[src/rtl/pgw_pkg.sv]
package pgw_pkg;
    typedef enum logic [1:0] {
        ST_IDLE   = 2'd0,
        ST_LOAD   = 2'd1,
        ST_COMMIT = 2'd2,
        ST_WAIT   = 2'd3
    } pgw_state_e;
endpackage

[src/rtl/pgw_strobe.sv]
module pgw_strobe (
    input  logic clk,
    input  logic rst_n,
    input  logic ce_n,
    input  logic oe_n,
    input  logic we_n,
    output logic wr_start,
    output logic wr_end,
    output logic rd_start,
    output logic rd_act
);
    logic wr_act, wr_q, rd_q;

    assign wr_act = !ce_n && !we_n && oe_n;
    assign rd_act = !ce_n && !oe_n && we_n;

    always_ff @(posedge clk) begin
        if (!rst_n) begin
            wr_q <= 1'b0;
            rd_q <= 1'b0;
        end else begin
            wr_q <= wr_act;
            rd_q <= rd_act;
        end
    end

    assign wr_start = wr_act && !wr_q;
    assign wr_end   = !wr_act && wr_q;
    assign rd_start = rd_act && !rd_q;
endmodule

[src/rtl/pgw_pagebuf.sv]
module pgw_pagebuf #(
    parameter int PAGE_W = 6
) (
    input  logic              clk,
    input  logic              rst_n,
    input  logic              clr,
    input  logic              wr_en,
    input  logic [PAGE_W-1:0] wr_idx,
    input  logic [7:0]        wr_data,
    input  logic [PAGE_W-1:0] rd_idx,
    output logic              rd_valid,
    output logic [7:0]        rd_data
);
    localparam int SLOTS = 1 << PAGE_W;

    logic [SLOTS-1:0] valid;
    logic [7:0]       data [SLOTS];

    for (genvar i = 0; i < SLOTS; i++) begin : g_slot
        always_ff @(posedge clk) begin
            if (!rst_n)
                valid[i] <= 1'b0;
            else if (clr)
                valid[i] <= 1'b0;
            else if (wr_en && (wr_idx == PAGE_W'(i)))
                valid[i] <= 1'b1;
        end

        always_ff @(posedge clk) begin
            if (wr_en && (wr_idx == PAGE_W'(i)))
                data[i] <= wr_data;
        end
    end

    assign rd_valid = valid[rd_idx];
    assign rd_data  = data[rd_idx];
endmodule

[src/rtl/pgw_status.sv]
module pgw_status (
    input  logic       clk,
    input  logic       rst_n,
    input  logic       busy,
    input  logic       rd_start,
    input  logic       byte_store,
    input  logic [7:0] byte_data,
    output logic [7:0] poll_byte
);
    logic [7:0] last_q;
    logic       tog_q;

    always_ff @(posedge clk) begin
        if (!rst_n) begin
            last_q <= 8'h00;
            tog_q  <= 1'b0;
        end else begin
            if (byte_store)
                last_q <= byte_data;
            if (busy && rd_start)
                tog_q <= !tog_q;
        end
    end

    assign poll_byte = {!last_q[7], tog_q, last_q[5:0]};
endmodule

[src/rtl/eeprom_pgwr.sv]
module eeprom_pgwr #(
    parameter int ADDR_W   = 13,
    parameter int PAGE_W   = 6,
    parameter int LOAD_CYC = 15000,
    parameter int PROG_CYC = 200000
) (
    input  logic              clk,
    input  logic              rst_n,
    input  logic              ce_n,
    input  logic              oe_n,
    input  logic              we_n,
    input  logic [ADDR_W-1:0] addr,
    input  logic [7:0]        din,
    output logic [7:0]        dout,
    output logic              dout_en,
    output logic              busy,
    output logic              arr_we,
    output logic [ADDR_W-1:0] arr_addr,
    output logic [7:0]        arr_wdata,
    input  logic [7:0]        arr_rdata
);
    import pgw_pkg::*;

    localparam int SLOTS = 1 << PAGE_W;
    localparam int PG_W  = ADDR_W - PAGE_W;
    localparam int MAXC  = (LOAD_CYC > PROG_CYC) ? LOAD_CYC : PROG_CYC;
    localparam int CNT_W = $clog2(MAXC + 1);

    pgw_state_e        state, state_nx;
    logic [CNT_W-1:0]  cnt;
    logic [PG_W-1:0]   page_q;
    logic [PAGE_W-1:0] slot_q;
    logic              pend;

    logic wr_start, wr_end, rd_start, rd_act;
    logic acc_start, byte_store, buf_clr, in_commit;
    logic slot_valid;
    logic [7:0] slot_data, poll_byte;

    pgw_strobe u_strobe (
        .clk      (clk),
        .rst_n    (rst_n),
        .ce_n     (ce_n),
        .oe_n     (oe_n),
        .we_n     (we_n),
        .wr_start (wr_start),
        .wr_end   (wr_end),
        .rd_start (rd_start),
        .rd_act   (rd_act)
    );

    assign acc_start  = wr_start && ((state == ST_IDLE) ||
                        ((state == ST_LOAD) && (addr[ADDR_W-1:PAGE_W] == page_q)));
    assign byte_store = wr_end && pend;
    assign in_commit  = (state == ST_COMMIT);
    assign busy       = (state == ST_COMMIT) || (state == ST_WAIT);

    // next-state process
    always_comb begin
        state_nx = state;
        unique case (state)
            ST_IDLE:   if (byte_store) state_nx = ST_LOAD;
            ST_LOAD:   if (!pend && !acc_start && !wr_end &&
                           (cnt == CNT_W'(LOAD_CYC - 1))) state_nx = ST_COMMIT;
            ST_COMMIT: if (cnt == CNT_W'(SLOTS - 1)) state_nx = ST_WAIT;
            ST_WAIT:   if (cnt == CNT_W'(PROG_CYC - 1)) state_nx = ST_IDLE;
        endcase
    end

    assign buf_clr = (state == ST_WAIT) && (state_nx == ST_IDLE);

    // state register
    always_ff @(posedge clk) begin
        if (!rst_n) state <= ST_IDLE;
        else        state <= state_nx;
    end

    // datapath registers: timer, page tag, slot latch
    always_ff @(posedge clk) begin
        if (!rst_n) begin
            cnt    <= '0;
            page_q <= '0;
            slot_q <= '0;
            pend   <= 1'b0;
        end else begin
            if (acc_start) begin
                slot_q <= addr[PAGE_W-1:0];
                if (state == ST_IDLE) page_q <= addr[ADDR_W-1:PAGE_W];
                pend <= 1'b1;
            end else if (wr_end) begin
                pend <= 1'b0;
            end

            unique case (state)
                ST_IDLE:   cnt <= '0;
                ST_LOAD:   if (pend || wr_end || state_nx == ST_COMMIT) cnt <= '0;
                           else cnt <= cnt + 1'b1;
                ST_COMMIT,
                ST_WAIT:   if (state_nx == ST_IDLE) cnt <= '0;
                           else cnt <= cnt + 1'b1;
            endcase
        end
    end

    pgw_pagebuf #(.PAGE_W(PAGE_W)) u_pagebuf (
        .clk      (clk),
        .rst_n    (rst_n),
        .clr      (buf_clr),
        .wr_en    (byte_store),
        .wr_idx   (slot_q),
        .wr_data  (din),
        .rd_idx   (cnt[PAGE_W-1:0]),
        .rd_valid (slot_valid),
        .rd_data  (slot_data)
    );

    pgw_status u_status (
        .clk        (clk),
        .rst_n      (rst_n),
        .busy       (busy),
        .rd_start   (rd_start),
        .byte_store (byte_store),
        .byte_data  (din),
        .poll_byte  (poll_byte)
    );

    // output process
    always_comb begin
        arr_we    = in_commit && slot_valid;
        arr_wdata = slot_data;
        arr_addr  = in_commit ? {page_q, cnt[PAGE_W-1:0]} : addr;
        dout      = busy ? poll_byte : arr_rdata;
        dout_en   = rd_act;
    end
endmodule

[config.mk]
export PLATFORM = sky130hd
export DESIGN_NAME = eeprom_pgwr
export DESIGN_NICKNAME = d
export VERILOG_FILES = /design/src/rtl/pgw_pkg.sv /design/src/rtl/pgw_strobe.sv /design/src/rtl/pgw_pagebuf.sv /design/src/rtl/pgw_status.sv /design/src/rtl/eeprom_pgwr.sv
export SDC_FILE = /design/constraint.sdc
export NUM_CORES = 1
export LEC_CHECK = 0
export CAP_MARGIN = 0
export CELL_PAD_IN_SITES_DETAIL_PLACEMENT = 0
export CELL_PAD_IN_SITES_GLOBAL_PLACEMENT = 1
export CORE_ASPECT_RATIO = 1.75
export CORE_MARGIN = 2
export CORE_UTILIZATION = 40
export DETAILED_ROUTE_END_ITERATION = 16
export GPL_TIMING_DRIVEN = 0
export PLACE_DENSITY_LB_ADDON = 0.1
export SYNTH_ARGS = -nofsm -noshare
export SYNTH_HDL_FRONTEND = slang
export SYNTH_SLANG_ARGS = --single-unit
export TNS_END_PERCENT = 20
[constraint.sdc]
create_clock -name clk -period 2.4 [get_ports clk]
set_input_delay 0.48 -clock clk [delete_from_list [all_inputs] [get_ports clk]]
set_output_delay 0.48 -clock clk [all_outputs]
set_load 0.005 [all_outputs]
# Word level (Yosys, flattened, before mapping)
# Memory sizes are Yosys's and may differ from the RTL's. A register that Yosys moved wholly into a read port is not among the register bits.
# Index checks and enable logic that the tools add are counted.
# op_classes
bitwise	1
n_mux	332
n_eq_ne	71
reduce_logical	165
n_lt_le_gt_ge	1
add_sub_neg	1
# ops
op	n
8-bit 2-to-1 mux	64
8-bit OR reduction	63
6-bit 2-to-1 mux	64
1-bit 2-to-1 mux	194
6-bit == test (second input constant)	32
6-bit by 5-bit == test with 1-bit output (second input constant)	16
1-bit logical AND	80
18-bit case mux with 3 select lines	1
6-bit by 4-bit == test with 1-bit output (second input constant)	8
18-bit 2-to-1 mux	2
6-bit by 3-bit == test with 1-bit output (second input constant)	4
18-bit by 1-bit adder with 18-bit output (second input constant)	1
18-bit by 14-bit == test with 1-bit output (second input constant)	1
18-bit == test (second input constant)	1
18-bit by 6-bit == test with 1-bit output (second input constant)	1
13-bit 2-to-1 mux	1
6-bit by 2-bit == test with 1-bit output (second input constant)	2
1-bit logical NOT	11
2-bit 2-to-1 mux	4
2-bit case mux with 4 select lines	1
7-bit == test	1
6-bit by 7-bit < comparator with 1-bit output (second input constant)	1
1-bit binary-select mux with 6-bit select	1
2-bit == test (second input constant)	3
other kinds (9)	14
# word_totals
mem_count	1
out_inout_bits	32
regBits	109
word_cells	645
ramBits	512
in_bits	34
# mem_list
name	depth	word_bits	rd	rd_clocked_by_memory_dff	write_ports	line	rtl
u_pagebuf.data	64	8	1	1	1	pgw_pagebuf.sv:17	logic [7:0] data [SLOTS];

# Logic depth before layout (Yosys ltp)
# Gate-level depths: netlist of the first run.
# logic_depth
word_depth	73
mapped_depth	10
mapped_depth_nobuf	6

# By module
# From an unflattened synthesis of the first run, not the netlist that was laid out.
# unflattened
hier_cells	1322
area_unflattened_um2	24541.0
# by_module_without_submodules
module	seq_area_each_um2	n_inst	cells_per_inst	area_each_um2
pgw_pagebuf	16656.0	1	1077	22257.6
eeprom_pgwr	680.7	1	201	1821.7
pgw_status	160.2	1	35	365.4
pgw_strobe	40.0	1	9	96.3

# Least setup slack after synthesis of the first run
# Ideal clock, no wire load.
# synth_timing
path_kind	reg2out
from	reg cnt[0] (netlist name)
to	out arr_wdata[0]
slack_ps	-215
arrival_time_ps	2135
path_buffers	3
required_ps	1920
path_stages_with_launch	8
path_cell_list	dfxtp_1 buf_4 buf_6 buf_2 mux4_2 mux4_2 a22oi_1 nand2_1
# synth_lines
item	line	rtl
end, declared	eeprom_pgwr.sv:19	output logic [7:0] arr_wdata,

==> key figures, run 1 <==
GRT
  – Vias in the first global route: approximately 15,000
  – Total GRT Usage: 0.262
  – Initial antenna violation count: 0
  – GRT overflow: 0
  – First-pass GRT wire length: roughly 110,000 µm
  – Largest net degree at the start of global routing: between 50 and 60

Routing
  – Post-Route WL: 82,000 µm
  – First DRT Iteration DRCs: ~1,100
  – # DRC: 0
  – WL/cell: between 30 and 40 µm
  – Drt pass-1 iters: 7
  – Vias: between 10,000 and 15,000
  – Via-to-Cell Ratio: 5.76
  – Final ANT Viol Nets: 0

Timing
  – Rel. slew slack: 0.218
  – Slew Viols, Final: 0
  – Final period util: 1.62
  – Skew final: 0.0290 ns
  – Final Hold Vio Count: 0
  – Unrepaired setup endpoints after global routing: yes
  – Setup WS post-layout: -1.48 ns
  – Fmax: between 0.2 and 0.3 GHz
  – Worst-margin pin slew: roughly 1.2 ns
  – Min Tclk post-route: a little under 4 ns
  – TNS Setup: -13.33 ns
  – # setup viols final: 15

Clock tree
  – Reg clk slew, reported paths: around 0.070 ns
  – TritonCTS clock tree: built
  – Clk sink count: just over 600
  – Root buf cell: clkbuf_16
  – CTS Buffer Depth: 3
  – Clk Latency, worst-skew pair: 0.62 ns
  – Depth of the CTS H-tree: 2
  – Num CTS Buffers: 57

Placed design
  – PortBufs: 65
  – DP Area: approximately 27,000 µm²
  – Post-DP HPWL: approximately 53,000 µm
  – Placed Instances: approximately 2,200
  – Post-placement setup slack: -2.01 ns
  – Routability cong.: between 0.9 and 1

Synthesis
  – Register area share after synthesis: 0.715
  – EDFF count, synth: around 500
  – Top cells by area, synth: edfxtp_1 (63%), mux4_2 (13%), dfxtp_1 (8.8%)
  – Synth Instances: around 1,400
  – Netlist cell types: 62
  – Synth cell count leaders: edfxtp_1 (512), mux4_2 (137), dfxtp_1 (108), nor2_1 (80), o21a_1 (66)
  – Post-synth top flop: edfxtp_1
  – Cell with the most instances after synthesis: edfxtp_1
  – Yosys Warn Count: 0
  – Mapped Nets: ~1,400
  – Synth Register Bits: 620
  – Top cell type's share of synthesized area: 0.627
  – Async set-reset flop share out of synthesis: 0
  – Mapped Area: approximately 25,000 µm²
  – Synth Area per Inst: between 15 and 20 µm²
  – Synth area leader: edfxtp_1

Layout
  – Area of the multi-input gates: between 7000 and 8000 µm²
  – FF+latch area: approximately 18,000 µm²
  – Post-Layout Cell Count: 2,470
  – Layout cells sized above 1: 0.391
  – Final Cell Area: ~31,000 µm²
  – Area added between synthesis and finish: 28.1%
  – # diodes: 0
  – # fillers: roughly 5,000
  – Number of nets in the layout: 1,668

Min path
  – Worst Hold Launch: din[7]
  – Hold endpoint: u_pagebuf.data[40][7]
  – Hold WC Path Type: in2reg
  – Worst hold path depth: 1

Worst setup path
  – Critical path arrival: between 3 and 4 ns
  – R2r setup slk: 0 ns
  – R2R Path End: cnt[15]
  – Startpoint types: flop
  – Crit Path Class: reg2out
  – Setup crit end kind: primary output
  – WP data required: roughly 1.9 ns
  – Worst R2R Start: cnt[0]
  – R2r worst-path depth: 13
  – Slowest cell delay on critical path: ~0.52 ns
  – CP Cell Sequence: buf_8 > buf_4 > buf_12 > buf_16 > buf_12 > buf_6 > mux4_2 > mux4_2 > a22oi_2 > nand2_2 > buf_2
  – Worst path slowest cell: mux4_2
  – Crit-path max FO: 7

Floorplanning
  – Die area: ~63,000 µm²
  – I/O Pins: 66
  – Die H: between 300 and 400 µm
  – # rows: 120
  – Die width: around 190 µm
  – Starting Density: 0.402
  – Core area: 61,000 µm²

Pwr
  – Peak supply drop: ~0.51 mV
  – Static leakage power: about 9.9 nW
  – Pwr per Cell Area: around 660 nW/µm²

Outcome
  – Outcome: finished, violations left
  – Violated checks: negative setup slack

Flow run
  – Max_cap viols: 0
==> worst max-delay path: cells and delay by family, from the launching register on <==
family,cells,cell delay (ns)
AOI/OAI and AO/OA,1,0.30
buffers and inverters,7,0.86
DFF,1,0.40
muxes,2,1.04
and+or+nand+nor,1,0.14
==> layout make-up <==
cell class                 count  area share
inverter                       7     0.00147
timing repair buffer         217      0.0781
tap                          793      0.0316
buffer                        74      0.0351
sequential                   620       0.559
clock inverter                19     0.00394
multi-input combinational    656       0.240
clock buffer                  84      0.0513
==> state kept, by name, indices dropped and copies added, names as in the netlist <==
register and count:
cnt 18, page_q 7, pend 1, slot_q 6, state 2, u_pagebuf.data 512
u_pagebuf.valid 64, u_status.last_q 7, u_status.tog_q 1, u_strobe.rd_q 1, u_strobe.wr_q 1
==> metrics by stage <==
step / total power (W) / util / hold WS, ns
after floorplan: 0.0120 / - / 0.433
after global routing: 0.0213 / 0.515 / 0.272
final: 0.0208 / 0.515 / 0.276
after global placement: 0.0123 / 0.431 / 0.441
after detailed placement: 0.0123 / 0.435 / 0.448
after CTS: 0.0209 / 0.511 / 0.256
==> per-layer routing <==
| metal | vias to the layer above | share of wire | track usage |
|---|---|---|---|
| li1 | 6030 | - | - |
| met5 | - | 0 | 0 |
| met3 | 171 | 0.045 | 0.0326 |
| met2 | 475 | 0.54 | 0.479 |
| met4 | 0 | 0.059 | 0.135 |
| met1 | 7539 | 0.36 | 0.296 |
==> cells by family after synthesis <==
| group | after synthesis | synth area share |
|---|---|---|
| buf+inv | 85 | 0.0185 |
| flops | 620 | 0.715 |
| mux | 203 | 0.154 |
| simple gates | 246 | 0.0498 |
| compound gates | 182 | 0.0540 |
| fa+ha+maj | 1 | 0.000510 |
| xor+xnor | 24 | 0.00857 |
==> where the power goes <==
part           internal (W)  leakage (nW)  switching (W)  total [W]
clock               0.00474         0.835        0.00396    0.00870
sequential           0.0116          5.48      0.0000165     0.0116
combinational      0.000160          3.58       0.000299   0.000459
total                0.0165          9.89        0.00428     0.0208
==> worst max path at each step <==
stage / start / to / slack (ns) / depth (start not counted)
after floorplan: cnt[1] / arr_wdata[0] / -0.04 / 7
after global placement: cnt[3] / arr_wdata[1] / -2.06 / 8
after detailed placement: cnt[3] / arr_wdata[1] / -2.01 / 8
after CTS: cnt[0] / arr_wdata[0] / -1.39 / 10
after global routing: cnt[0] / arr_wdata[5] / -1.49 / 9
final: cnt[0] / arr_wdata[0] / -1.48 / 11
==> repair_timing <==
action | in CTS | in global routing
cloned | 8 | 0
resized for setup | 472 | 44
pin swaps | 66 | 19
setup buffers | 111 | 17
hold buffers | 0 | 0
hold endpoints to repair | 0 | 0
endpoints found under the setup margin | 587 | 284
==> cell usage in the layout (no fill, tap or decap), types with 6 or more instances in the layout <==
cell type        netlist  final
edfxtp_1             512    512
mux4_2               137    137
dfxtp_1              108     99
buf_4                  9     87
clkbuf_16              0     67
o21a_1                66     66
nor2_4                 0     58
nand2_1               59     53
buf_12                 0     51
mux2i_1               44     41
clkbuf_1              35     29
buf_6                  8     25
clkdlybuf4s50_1        0     25
nor2_1                80     21
mux2_2                22     21
nor3_2                10     20
buf_16                 0     20
buf_2                 20     20
a21oi_1               22     15
xnor2_1               14     14
nand3_1               19     13
buf_8                  1     13
a221oi_2               0     13
a22oi_2                0     13
nor3_1                23     13
o21ai_0               20     12
dlygate4sd2_1          0     11
nand4_1               10     10
clkbuf_2               0      9
a22oi_1               22      9
xor2_1                10      9
clkinv_1               1      9
clkbuf_8               0      8
nor2b_1                8      6
nand3_2                0      6
clkbuf_4               1      6
nand2_2                0      6
Note: power is estimated with default switching activity, not from simulation.
==> run 2: changes to the inputs <==
--- a/config.mk
+++ b/config.mk
@@ -14,6 +14,7 @@
 export DETAILED_ROUTE_END_ITERATION = 16
 export GPL_TIMING_DRIVEN = 0
 export PLACE_DENSITY_LB_ADDON = 0.1
+export SLEW_MARGIN = 20
 export SYNTH_ARGS = -nofsm -noshare
 export SYNTH_HDL_FRONTEND = slang
 export SYNTH_SLANG_ARGS = --single-unit
==> run 2 against run 1 <==
Against the previous run:
- the run still ends with negative setup slack left
- design area is 0.27% lower
- combinational power is 3% lower
- worst setup slack better by 0.065 ns
- clock skew is 0.0091 ns lower
- total power is 0.45% lower
- sequential share of layout area is 0.15 points higher
- register-to-register slack better by 0.04 ns
- global-route usage is 0.43 points lower
- first-iteration DRC count is 18% higher
- core utilization is 0.14 points lower
- clock power is 0.9% lower
- critical path type unchanged
==> key figures, run 2 (synthesized netlist as in run 1, its figures left out) <==
Worst setup path
  – CP bufs+invs: 5
  – CP Cell Sequence: buf_8 > buf_12 > buf_16 > buf_6 > mux4_2 > mux4_2 > a22oi_2 > nand2_2 > buf_2
  – Slowest cell delay on critical path: 0.55 ns
  – WP data required: roughly 1.9 ns
  – Crit-path leading delay family: multiplexers
  – Setup crit end kind: primary output
  – Critical path arrival: roughly 3.3 ns
  – Worst path slowest cell: mux4_2
  – Crit-path max FO: 7
  – Crit Path Class: reg2out
  – Startpoint types: flop
  – Crit path top cell by count: mux4_2

Layout
  – Top flop regs: u_pagebuf.data: 512 flops, u_pagebuf.valid: 64 flops, cnt: 18 flops
  – # diodes: 0
  – Most flops, register: u_pagebuf.data
  – # fillers: slightly above 5,000
  – Most common library cell in the layout ignoring fill and taps: edfxtp_1
  – Most frequent cells in the layout: edfxtp_1 (512), mux4_2 (137), buf_4 (103)
  – Max FFs per register: between 500 and 600
  – Number of nets in the layout: 1,669
  – Final Cell Area: 31,300 µm²
  – Area added between synthesis and finish: 27.7%
  – Post-Layout Cell Count: 2,473
  – Layout cells sized above 1: 0.389

Routing
  – Final ANT Viol Nets: 0
  – Via-to-Cell Ratio: between 5 and 6
  – # DRC: 0
  – WL/cell: between 30 and 40 µm
  – Post-Route WL: ~80,000 µm
  – Vias: 14,100
  – First DRT Iteration DRCs: 1,279
  – Drt pass-1 iters: 6

Placed design
  – DP Area: about 27,000 µm²
  – Placed Instances: roughly 2,200
  – Post-placement setup slack: -2.05 ns
  – PortBufs: 65
  – Post-DP HPWL: about 53,000 µm
  – Routability cong.: approximately 0.93

Floorplanning
  – Die width: around 190 µm
  – Die H: approximately 330 µm
  – # rows: 120
  – Die area: approximately 63,000 µm²
  – Starting Density: 0.402
  – I/O Pins: 66
  – Core area: between 60,000 and 70,000 µm²

Timing
  – Final period util: 1.59
  – Rel. slew slack: 0.211
  – Slew Viols, Final: 0
  – Fmax: ~0.26 GHz
  – Skew final: between 0.015 and 0.02 ns
  – Min Tclk post-route: between 3 and 4 ns
  – Setup WS post-layout: -1.41 ns
  – Final Hold Vio Count: 0
  – Unrepaired setup endpoints after global routing: yes
  – TNS Setup: -12.64 ns
  – Worst-margin pin slew: approximately 1.2 ns
  – # setup viols final: 12

Clock tree
  – Depth of the CTS H-tree: 2
  – Clk Latency, worst-skew pair: 0.60 ns
  – CTS Buffer Depth: 3
  – Root buf cell: clkbuf_16
  – Post-CTS Hold Fix Bufs: 0
  – Num CTS Buffers: 56
  – TritonCTS clock tree: built
  – Reg clk slew, reported paths: about 0.060 ns
  – Clk sink count: a little over 600

Pwr
  – Comb pwr share: 0.022
  – Peak supply drop: between 0.4 and 0.5 mV
  – Pwr per Cell Area: 661 nW/µm²
  – Sw Ratio: 0.206
  – Clock network power share: 0.416
  – Seq pwr share: 0.562
  – Static leakage power: a little under 10 nW
  – NetSw: 0.00426 W
  – P_int: ~0.016 W

GRT
  – GRT overflow: 0
  – Initial antenna violation count: 0
  – First-pass GRT wire length: about 110,000 µm
  – Total GRT Usage: 0.258
  – Vias in the first global route: roughly 15,000
  – Largest net degree at the start of global routing: 66

Flow run
  – Max_cap viols: 0

Min path
  – Hold WC Path Type: in2reg

Outcome
  – Outcome: finished, violations left
  – Violated checks: negative setup slack
==> run 2: changes by cell type in the layout (fill, tap and decap cells not counted), moves of 7 or more <==
cell | before | now
buf_12 | 51 | 44
buf_2 | 20 | 13
buf_4 | 87 | 103
clkbuf_1 | 29 | 21
clkinv_1 | 9 | 16
nor2_2 | 1 | 8
nor2_4 | 58 | 51
==> run 2: final cells by class <==
| cell class | count | area (µm²) | share of cell area |
|---|---|---|---|
| flip-flops and latches | 620 | 17600 | 0.560 |
| multi-input cells | 656 | 7480 | 0.239 |
| repair buffers | 218 | 2390 | 0.0763 |
| clock buffers | 71 | 1480 | 0.0472 |
| plain buffers | 75 | 1130 | 0.0362 |
| well taps | 793 | 992 | 0.0317 |
| clock inverters | 33 | 231 | 0.00739 |
| inverters | 7 | 60.1 | 0.00192 |
==> run 2: stage by stage <==
step,util,total power (W),hold WS [ns]
after floorplan,-,0.0120,0.433
after global placement,0.431,0.0123,0.441
after detailed placement,0.435,0.0123,0.448
after CTS,0.511,0.0209,0.318
after global routing,0.514,0.0213,0.353
final,0.514,0.0207,0.354
==> run 2: worst paths after layout <==
kind                            from                    end  slack (ns)  cells past startpoint
setup / recovery              cnt[0]           arr_wdata[5]       -1.41                      9
hold / removal                din[4]   u_pagebuf.data[8][4]        0.35                      1
setup reg to reg           slot_q[1]  u_pagebuf.data[62][5]        0.04                      4
hold reg to reg   u_status.last_q[0]     u_status.last_q[0]        0.46                      2
==> run 2: power by group through the flow <==
stage / sequential [W] / combinational [W] / clock, W
4_1_cts: 0.0116 / 0.000446 / 0.00879
3_3_place_gp: 0.0119 / 0.000392 / 0
3_5_place_dp: 0.0119 / 0.000413 / 0
5_1_grt: 0.0116 / 0.000477 / 0.00916
6_report: 0.0116 / 0.000447 / 0.00862
2_1_floorplan: 0.0119 / 0.000107 / 0
==> run 2: worst register-to-register path: stages, from the launching register on <==
cell	delay, ns
dfxtp_1	0.57
nor2b_2	0.36
nand3_1	0.33
nor3_4	0.56
buf_4	0.25
==> run 2: layer usage <==
layer  up-vias  wire, µm  GRT usage
li1       6035         -          -
met1      7446     28900      0.294
met2       484     42900      0.464
met3       172      3480     0.0332
met4         0      5010      0.139
met5         -         0          0
==> run 2: what timing repair did <==
action                     in CTS  in global routing
resized for setup             429                 36
cloned                          6                  0
hold endpoints to repair        0                  0
pin swaps                      63                 25
setup endpoints to repair     585                152
buffers inserted              124                 17
==> run 3: changes to the inputs <==
--- a/config.mk
+++ b/config.mk
@@ -17,5 +17,6 @@
 export SLEW_MARGIN = 20
 export SYNTH_ARGS = -nofsm -noshare
 export SYNTH_HDL_FRONTEND = slang
+export SYNTH_HIERARCHICAL = 1
 export SYNTH_SLANG_ARGS = --single-unit
 export TNS_END_PERCENT = 20
==> run 3 against run 2 <==
Against the previous run:
- the run still ends with negative setup slack left
- largest power group unchanged
- clock skew increased by 0.0061 ns
- largest cell class unchanged
- highest routed layer unchanged
- critical path depth is 1 lower
- register-to-register slack worse by 0.02 ns
==> key figures, run 3 <==
Layout
  – Layout cells sized above 1: 0.364
  – Most frequent cells in the layout: edfxtp_1 (512), mux4_2 (151), dfxtp_1 (101)
  – Final Cell Area: 30,100 µm²
  – Most flops, register: u_pagebuf/data
  – FF+latch area: roughly 18,000 µm²
  – Top flop regs: u_pagebuf/data: 512 flops, u_pagebuf/valid: 64 flops, cnt: 18 flops
  – Most common library cell in the layout ignoring fill and taps: edfxtp_1
  – # fillers: roughly 5,200
  – Number of nets in the layout: roughly 1,500
  – Max FFs per register: about 510
  – Area added between synthesis and finish: 22.5%
  – Final Util: 0.493
  – Area of the multi-input gates: 7400 µm²

Synthesis
  – Synth Area per Inst: approximately 19 µm²
  – Netlist cell types: 61
  – Top cell type's share of synthesized area: 0.626
  – Async set-reset flop share out of synthesis: 0
  – Mapped Area: 24,500 µm²
  – Register area share after synthesis: 0.715
  – Synth Instances: 1,322
  – Mapped Nets: 1,357
  – Top cells by area, synth: edfxtp_1 (63%), mux4_2 (14%), dfxtp_1 (8.8%)
  – Synth Register Bits: 620
  – Synth cell count leaders: edfxtp_1 (512), mux4_2 (151), dfxtp_1 (108), nor2_1 (91), o21a_1 (66)
  – Post-synth top flop: edfxtp_1
  – EDFF count, synth: roughly 510
  – Cell with the most instances after synthesis: edfxtp_1
  – Synth area leader: edfxtp_1
  – Yosys Warn Count: 6

Worst setup path
  – Critical path arrival: 3.07 ns
  – Startpoint types: flop
  – WP data required: 1.92 ns
  – Crit-path max FO: 8
  – Setup crit end kind: primary output
  – Crit Path Class: reg2out

Placed design
  – Routability cong.: about 0.9
  – Post-DP HPWL: 47,700 µm
  – Post-placement setup slack: -2.08 ns
  – DP Area: 26,400 µm²
  – PortBufs: 65

Timing
  – Final Hold Vio Count: 0
  – Hold_ws: between 0.2 and 0.3 ns
  – Fmax: between 0.2 and 0.3 GHz
  – Worst-margin pin slew: approximately 1 ns
  – Unrepaired setup endpoints after global routing: yes
  – Skew final: between 0.02 and 0.03 ns
  – Rel. slew slack: 0.333
  – Setup WS post-layout: -1.15 ns
  – # setup viols final: 10
  – Slew Viols, Final: 0
  – Min Tclk post-route: approximately 3.6 ns
  – Final period util: 1.48

GRT
  – Largest net degree at the start of global routing: 66
  – Initial antenna violation count: 1
  – Vias in the first global route: between 10,000 and 15,000
  – First-pass GRT wire length: 101,000 µm
  – GRT overflow: 0
  – Total GRT Usage: 0.227

Pwr
  – Seq pwr share: 0.550
  – P_int: between 0.015 and 0.02 W
  – NetSw: about 0.0043 W
  – Clock network power share: 0.429
  – Comb pwr share: 0.021
  – Sw Ratio: 0.204
  – Peak supply drop: approximately 0.56 mV
  – Pwr per Cell Area: between 700 and 800 nW/µm²
  – Static leakage power: 9.37 nW

Clock tree
  – Clk sink count: 620
  – TritonCTS clock tree: built
  – Reg clk slew, reported paths: approximately 0.070 ns
  – Root buf cell: clkbuf_16
  – CTS Buffer Depth: 3
  – Clk Latency, worst-skew pair: ~0.63 ns
  – Post-CTS Hold Fix Bufs: 0
  – Num CTS Buffers: between 50 and 60
  – Depth of the CTS H-tree: 2

Floorplanning
  – # rows: 120
  – Die width: roughly 190 µm
  – Die H: 332 µm
  – Die area: about 63,000 µm²
  – Starting Density: 0.403
  – I/O Pins: between 60 and 70
  – Core area: 61,000 µm²

Routing
  – First DRT Iteration DRCs: around 750
  – Post-Route WL: around 70,000 µm
  – WL/cell: around 30 µm
  – Via-to-Cell Ratio: about 5.6
  – Vias: 13,100
  – Final ANT Viol Nets: 0
  – # DRC: 0
  – Drt pass-1 iters: 5

Outcome
  – Violated checks: negative setup slack
  – Outcome: finished, violations left

Min path
  – Hold WC Path Type: in2reg

Flow run
  – Max_cap viols: 0
## run 3: cell count changes in the layout (fill, tap and decap cells not counted), sizes merged, moves of 11 or more
cell,previous run,this run
a21oi,22,7
a221oi,21,0
a22oi,22,2
buf,215,144
mux4,137,151
nand2,59,44
nor2,80,91
nor2b,8,36
nor3,34,6
## run 3: cell type report
class                      count  area share
inverter                       2    0.000250
multi-input combinational    621       0.246
buffer                        76      0.0295
sequential                   620       0.584
clock buffer                  76      0.0521
antenna                        1   0.0000832
clock inverter                28     0.00994
tap                          793      0.0330
timing repair buffer         127      0.0454
## run 3: kinds of logic after synthesis
family          Yosys count  share of synthesized area
simple gates            236                     0.0468
buf+inv                  81                     0.0194
fa+ha+maj                 1                   0.000510
compound gates          144                     0.0439
flops                   620                      0.715
mux                     217                      0.167
xor+xnor                 23                    0.00821
## run 3: repair_timing
item / in CTS / in global routing
setup endpoints to repair: 618 / 265
buffers inserted: 46 / 11
resized for setup: 387 / 56
pin swaps: 27 / 10
gates cloned: 3 / 0
## run 3: final timing paths
kind                             from                    end  slack (ns)  cells past startpoint
setup / recovery               cnt[0]                 arr_we       -1.15                      8
hold / removal                 din[1]  u_pagebuf/data[62][1]        0.29                      1
setup reg to reg              cnt[13]    u_pagebuf/valid[24]        0.02                      7
hold reg to reg   u_pagebuf/valid[42]    u_pagebuf/valid[42]        0.46                      1
## run 3: power groups by stage
stage	clock, W	combinational [W]	sequential [W]
3_5_place_dp	0	0.000425	0.0119
5_1_grt	0.00967	0.000470	0.0116
6_report	0.00908	0.000435	0.0116
3_3_place_gp	0	0.000401	0.0119
4_1_cts	0.00930	0.000446	0.0116
2_1_floorplan	0	0.000105	0.0119
## run 3: critical path: stages, from the launching register on
cell,delay (ns)
dfxtp_4,0.38
buf_12,0.18
buf_16,0.15
mux4_2,0.56
mux4_2,0.57
o21ai_4,0.18
o41ai_4,0.14
and2_1,0.17
buf_2,0.12
## run 3: layer usage
metal | track usage | share of wire | up-vias
met5 | 0 | 0 | -
met4 | 0.0763 | 0.039 | 0
met3 | 0.0246 | 0.033 | 110
met2 | 0.431 | 0.56 | 317
met1 | 0.260 | 0.37 | 7021
li1 | - | - | 5672
## run 3: through the flow
stage	cells	total power (W)	TNS, ns
3_5_place_dp	2183	0.0123	-730.03
2_1_floorplan	1322	0.0120	-1.67
5_1_grt	2343	0.0218	-11.38
4_1_cts	2335	0.0214	-12.04
3_3_place_gp	2180	0.0123	-1180.12
6_report	2344	0.0212	-10.05
